### src/rtl/aes_ks_pkg.sv
package aes_ks_pkg;

   typedef enum logic {
      KS_OP_STEP  = 1'b0,
      KS_OP_MERGE = 1'b1
   } ks_op_e;

   function automatic logic [7:0] ks_xtime(input logic [7:0] v);
      return {v[6:0], 1'b0} ^ (v[7] ? 8'h1B : 8'h00);
   endfunction

   function automatic logic [7:0] ks_gmul(input logic [7:0] a, input logic [7:0] b);
      logic [7:0] acc;
      logic [7:0] sh;
      acc = 8'h00;
      sh  = a;
      for (int i = 0; i < 8; i++) begin
         if (b[i]) acc = acc ^ sh;
         sh = ks_xtime(sh);
      end
      return acc;
   endfunction

   // multiplicative inverse as x^254 (0 maps to 0)
   function automatic logic [7:0] ks_ginv(input logic [7:0] x);
      logic [7:0] r;
      logic [7:0] e;
      r = 8'h01;
      e = 8'd254;
      for (int i = 7; i >= 0; i--) begin
         r = ks_gmul(r, r);
         if (e[i]) r = ks_gmul(r, x);
      end
      return r;
   endfunction

   function automatic logic [7:0] ks_affine(input logic [7:0] b);
      logic [7:0] o;
      logic [7:0] c;
      c = 8'h63;
      for (int i = 0; i < 8; i++) begin
         o[i] = b[i] ^ b[(i + 4) % 8] ^ b[(i + 5) % 8] ^ b[(i + 6) % 8] ^ b[(i + 7) % 8] ^ c[i];
      end
      return o;
   endfunction

   function automatic logic [7:0] ks_rcon(input logic [7:0] r);
      logic [7:0] v;
      v = 8'h01;
      for (int i = 0; i < 16; i++) begin
         if (i < int'(r)) v = ks_xtime(v);
      end
      return v;
   endfunction

endpackage

### src/rtl/aes_ks_sbox.sv
module aes_ks_sbox
   import aes_ks_pkg::*;
(
   input  logic [7:0] byte_in,
   output logic [7:0] byte_out
);

   always_comb begin
      byte_out = ks_affine(ks_ginv(byte_in));
   end

endmodule

### src/rtl/aes_ks_step.sv
module aes_ks_step
   import aes_ks_pkg::*;
#(
   parameter int WORD_W   = 32,
   parameter int RND_W    = 4,
   parameter int LAST_RND = 10
) (
   input  logic [WORD_W-1:0] src_word,
   input  logic [RND_W-1:0]  round_num,
   output logic [WORD_W-1:0] word_out,
   output logic              bad_round
);

   localparam int LANES = WORD_W / 8;
   localparam logic [RND_W-1:0] LAST_R = RND_W'(LAST_RND);

   logic              is_last;
   logic [WORD_W-1:0] rot_word;
   logic [WORD_W-1:0] sub_word;
   logic [7:0]        rcon;

   assign is_last   = (round_num == LAST_R);
   assign bad_round = (round_num > LAST_R);
   assign rot_word  = is_last ? src_word : {src_word[7:0], src_word[WORD_W-1:8]};

   for (genvar g = 0; g < LANES; g++) begin : g_lane
      aes_ks_sbox u_sbox (
         .byte_in  (rot_word[8*g +: 8]),
         .byte_out (sub_word[8*g +: 8])
      );
   end

   always_comb begin
      rcon = 8'h00;
      if (round_num < LAST_R) rcon = ks_rcon(8'(round_num));
   end

   assign word_out = sub_word ^ {{(WORD_W-8){1'b0}}, rcon};

endmodule

### src/rtl/aes_ks_merge.sv
module aes_ks_merge #(
   parameter int WORD_W = 32
) (
   input  logic [WORD_W-1:0]   upper_a,
   input  logic [2*WORD_W-1:0] opb,
   output logic [2*WORD_W-1:0] merged
);

   logic [WORD_W-1:0] lo_word;

   assign lo_word = upper_a ^ opb[WORD_W-1:0];
   assign merged  = {lo_word ^ opb[2*WORD_W-1:WORD_W], lo_word};

endmodule

### src/rtl/aes_keystep_unit.sv
module aes_keystep_unit
   import aes_ks_pkg::*;
#(
   parameter int DATA_W   = 64,
   parameter int RND_W    = 4,
   parameter int LAST_RND = 10
) (
   input  logic              clk,
   input  logic              rst_n,
   input  logic              in_valid,
   input  logic              op_sel,
   input  logic [RND_W-1:0]  round_num,
   input  logic [DATA_W-1:0] opa,
   input  logic [DATA_W-1:0] opb,
   output logic              out_valid,
   output logic [DATA_W-1:0] result,
   output logic              illegal
);

   localparam int WORD_W = DATA_W / 2;

   if (WORD_W != 32) begin : g_bad_width
      $error("aes_keystep_unit: DATA_W must be 64");
   end
   if ((1 << RND_W) <= LAST_RND) begin : g_bad_rnd
      $error("aes_keystep_unit: RND_W too narrow for LAST_RND");
   end

   logic [WORD_W-1:0] step_word;
   logic              step_bad;
   logic [DATA_W-1:0] merge_val;
   logic [DATA_W-1:0] next_res;
   logic              next_bad;
   ks_op_e            op;

   assign op = ks_op_e'(op_sel);

   aes_ks_step #(
      .WORD_W   (WORD_W),
      .RND_W    (RND_W),
      .LAST_RND (LAST_RND)
   ) u_step (
      .src_word  (opa[DATA_W-1:WORD_W]),
      .round_num (round_num),
      .word_out  (step_word),
      .bad_round (step_bad)
   );

   aes_ks_merge #(
      .WORD_W (WORD_W)
   ) u_merge (
      .upper_a (opa[DATA_W-1:WORD_W]),
      .opb     (opb),
      .merged  (merge_val)
   );

   always_comb begin
      next_bad = 1'b0;
      if (op == KS_OP_MERGE) begin
         next_res = merge_val;
      end else if (step_bad) begin
         next_res = '0;
         next_bad = 1'b1;
      end else begin
         next_res = {step_word, step_word};
      end
   end

   always_ff @(posedge clk or negedge rst_n) begin
      if (!rst_n) begin
         out_valid <= 1'b0;
         result    <= '0;
         illegal   <= 1'b0;
      end else begin
         out_valid <= in_valid;
         if (in_valid) begin
            result  <= next_res;
            illegal <= next_bad;
         end
      end
   end

endmodule

### config.mk
export PLATFORM = sky130hd
export DESIGN_NAME = aes_keystep_unit
export DESIGN_NICKNAME = d
export VERILOG_FILES = /design/src/rtl/aes_ks_pkg.sv /design/src/rtl/aes_ks_sbox.sv /design/src/rtl/aes_ks_step.sv /design/src/rtl/aes_ks_merge.sv /design/src/rtl/aes_keystep_unit.sv
export SDC_FILE = /design/constraint.sdc
export NUM_CORES = 2
export LEC_CHECK = 0
export ABC_CLOCK_PERIOD_IN_PS = 800
export BUFFER_PORTS_ARGS = -buffer_cell sky130_fd_sc_hd__clkbuf_2
export CORE_UTILIZATION = 30
export CTS_CLUSTER_DIAMETER = 100
export CTS_CLUSTER_SIZE = 40
export DETAILED_ROUTE_END_ITERATION = 10
export PLACE_DENSITY_LB_ADDON = 0.2
export SYNTH_ARGS = -nofsm -noshare
export SYNTH_HDL_FRONTEND = slang
export SYNTH_HIERARCHICAL = 1
export SYNTH_SLANG_ARGS = --single-unit
### constraint.sdc
create_clock -name clk -period 0.8 [get_ports clk]
set_input_delay 0.08 -clock clk [delete_from_list [all_inputs] [get_ports clk]]
set_output_delay 0.08 -clock clk [all_outputs]
set_load 0.01 [all_outputs]
==> results.toml <==
[synth]
avgSynthCellArea_um2 = 8.20
ys.warnings.count = 6
synthArstFlopShare = 1.00
synth_top_area_cell = "xnor2_1"
synth_area_leaders = "xnor2_1 19%, xnor3_1 12%, xor2_1 6.7%"
yosys.cell_types.count = 103
synth-seq-cells = 66
synth.most_common_cell = "xnor2_1"
synth-edff-count = 0
yosysSeqAreaShare = 0.0268
syn_nets = 7671
netlist_instances = 7505
syn_area_um2 = 61500
synth_common_cells = "1332 x xnor2_1, 1060 x nand2_1, 714 x nor2_1"
synth-main-ff-cell = "dfrtp_1"
yosysTopAreaCellShare = 0.190

[setup_path]
worst_path_max_delay_cell = "or4_4"
cp-end-kind = "flip-flop"
critPathArrivalTime_ps = 19080
crit_path_start_kind = "primary input"
path_max_fanout = 12
cpMostUsedCell = "buf_4"
required_ps = 1100
critPathKind = "primary input to flip-flop"
slowest_delay_ps = 550

[place]
routabilityCongestion = 0.892
port_buffers = 169
dp_hpwl_mm = 182
dpl_worst_slack_ps = -19000

[sta]
fmax_ghz = 0.0533
worst_slew_pin_slew_ps = 615
period_share = 23.5
rsz0062_at_grt = "yes"
slew_headroom = 0.590
slew_violations = 0
tns_ps = -1148370
final.setup_skew_ps = 0
hold_viol_final = 0
finalWorstSetupSlack_ps = -17970
finalSetupViolations = 131
finalCriticalPeriod_ps = 18770

[status]
failed_checks = "setup timing"
outcome = "complete, but fails checks"

[floorplan]
dieArea_um2 = 207000
row_count = 165
initial_core_util = 0.303
io_pins = 202
dieHeight_um = 455
die_w_um = 455
coreArea_um2 = 203000

[flow_run]
cap_violations = 0

[routing]
first_pass_iters = 7
route.vias.total = 60800
ant_nets = 0
drt-total-wl_mm = 230
first_iter_violations = 3775
post-route-drc-count = 0
wl_per_cell_um = 18.8
vias_per_cell = 4.97

[cts]
cts.sinks = 66
cts_max_level = 3
cts_tree = "built"
cts_root_buf = "clkbuf_16"
cts_buffer_depth = 2
path_clk_slew_ps = 80
insertion_delay_ps = 380
numCtsBuffers = 9

[grt]
antenna_found_initial = 5
grt_max_degree = 43
grt_use_total = 0.216
grt_pass1_vias = 60900
grt_pass1_wl_mm = 355
grt_overflow = 0

[finish]
drive_above_1_share = 0.391
nets = 9706
fin_util = 0.428
n_fill_cell = 20100
area_growth_pct = 41.3

[hold_path]
hp-class = "primary input to flip-flop"
-- flip-flops by register name, indices dropped and copies added (netlist names) --
signal	cells
out_valid	1
result	64
illegal	1
-- worst paths after layout --
kind	start	to	slack, ps	depth (start not counted)
max in group asynchronous	rst_n	result[28]$_DFFE_PN0P_	230	3
worst max register to register	result[55]$_DFFE_PN0P_	result[55]$_DFFE_PN0P_	-30	3
worst min-delay path	in_valid	result[23]$_DFFE_PN0P_	10	3
worst max-delay path	round_num[2]	result[33]$_DFFE_PN0P_	-17970	88
min in group asynchronous	rst_n	result[23]$_DFFE_PN0P_	40	2
worst min register to register	illegal$_DFFE_PN0P_	illegal$_DFFE_PN0P_	520	2
-- per-layer routing --
metal / share of wire / up-vias / global-route usage
met3: 0.029 / 250 / 0.00628
li1: - / 29900 / -
met5: 0 / - / 0
met2: 0.50 / 1258 / 0.392
met1: 0.43 / 29400 / 0.271
met4: 0.039 / 0 / 0.0799
-- worst max-delay path: cells and delay by family --
kind	cells	cell delay, ps
XOR/XNOR	34	9320
buffers and inverters	24	3040
AND/OR/NAND/NOR	12	2310
AO/OA/AOI/OAI	9	2000
multiplexers	5	1230
adder cells (fa/ha/maj)	4	1040
-- stage by stage --
step | hold WS (ps) | instance area (µm²) | instances
2_1_floorplan | -216 | 63600 | 7505
3_3_place_gp | -81.5 | 82000 | 12000
3_5_place_dp | -82.7 | 82000 | 12000
4_1_cts | 0.220 | 85000 | 12100
5_1_grt | 49.3 | 86900 | 12200
6_report | 14.9 | 86900 | 12200
-- what timing repair did --
item | CTS | global route
endpoints found under the hold margin | 70 | 0
pin swaps | 152 | 116
hold buffers | 2 | 0
gates resized for setup | 296 | 231
setup buffers | 137 | 74
gates cloned | 3 | 3
setup endpoints to repair | 131 | 131
-- area by class of cell --
cell class | instances | area (µm²) | area share
diodes | 5 | 12.5 | 0.000144
clock buffers | 9 | 225 | 0.00259
clock inverters | 7 | 77.6 | 0.000893
inverters | 146 | 633 | 0.00728
multi-input cells | 6726 | 60600 | 0.698
flip-flops and latches | 66 | 1650 | 0.0190
well taps | 2672 | 3340 | 0.0385
repair buffers | 2591 | 20300 | 0.234
-- logic make-up after synthesis --
family / count (synthesis) / synth area share
compound gates: 1326 / 0.151
buf+inv: 716 / 0.0566
mux: 361 / 0.0605
fa+ha+maj: 30 / 0.00610
xor+xnor: 2572 / 0.524
flops: 66 / 0.0268
simple gates: 2434 / 0.175
-- cells in the final DEF (no fill, tap or decap), types with 39 or more instances in the layout --
cell         n
nand3_1     84
a21oi_1    238
xnor2_1   1176
o21ai_1     69
xor2_4      44
buf_6       48
mux2i_1    268
xor2_2      66
a22oi_1    114
nand2_1   1048
xnor2_2    257
inv_1       65
xnor3_1    241
dfrtp_1     65
o211ai_1    40
xnor2_4    108
xnor3_2    144
xor3_1      78
or3_1       39
nand2b_1    51
o21ai_0    205
buf_12      80
inv_2       47
nor3_1     162
mux2_2      55
xor2_1     423
a31oi_1    103
nor2_1     693
clkbuf_2   153
o22ai_1     84
buf_4     2294
Power is left out: the tool's default activity adds up to more than one toggle a clock period on the data nets, which glitch-free logic cannot reach.
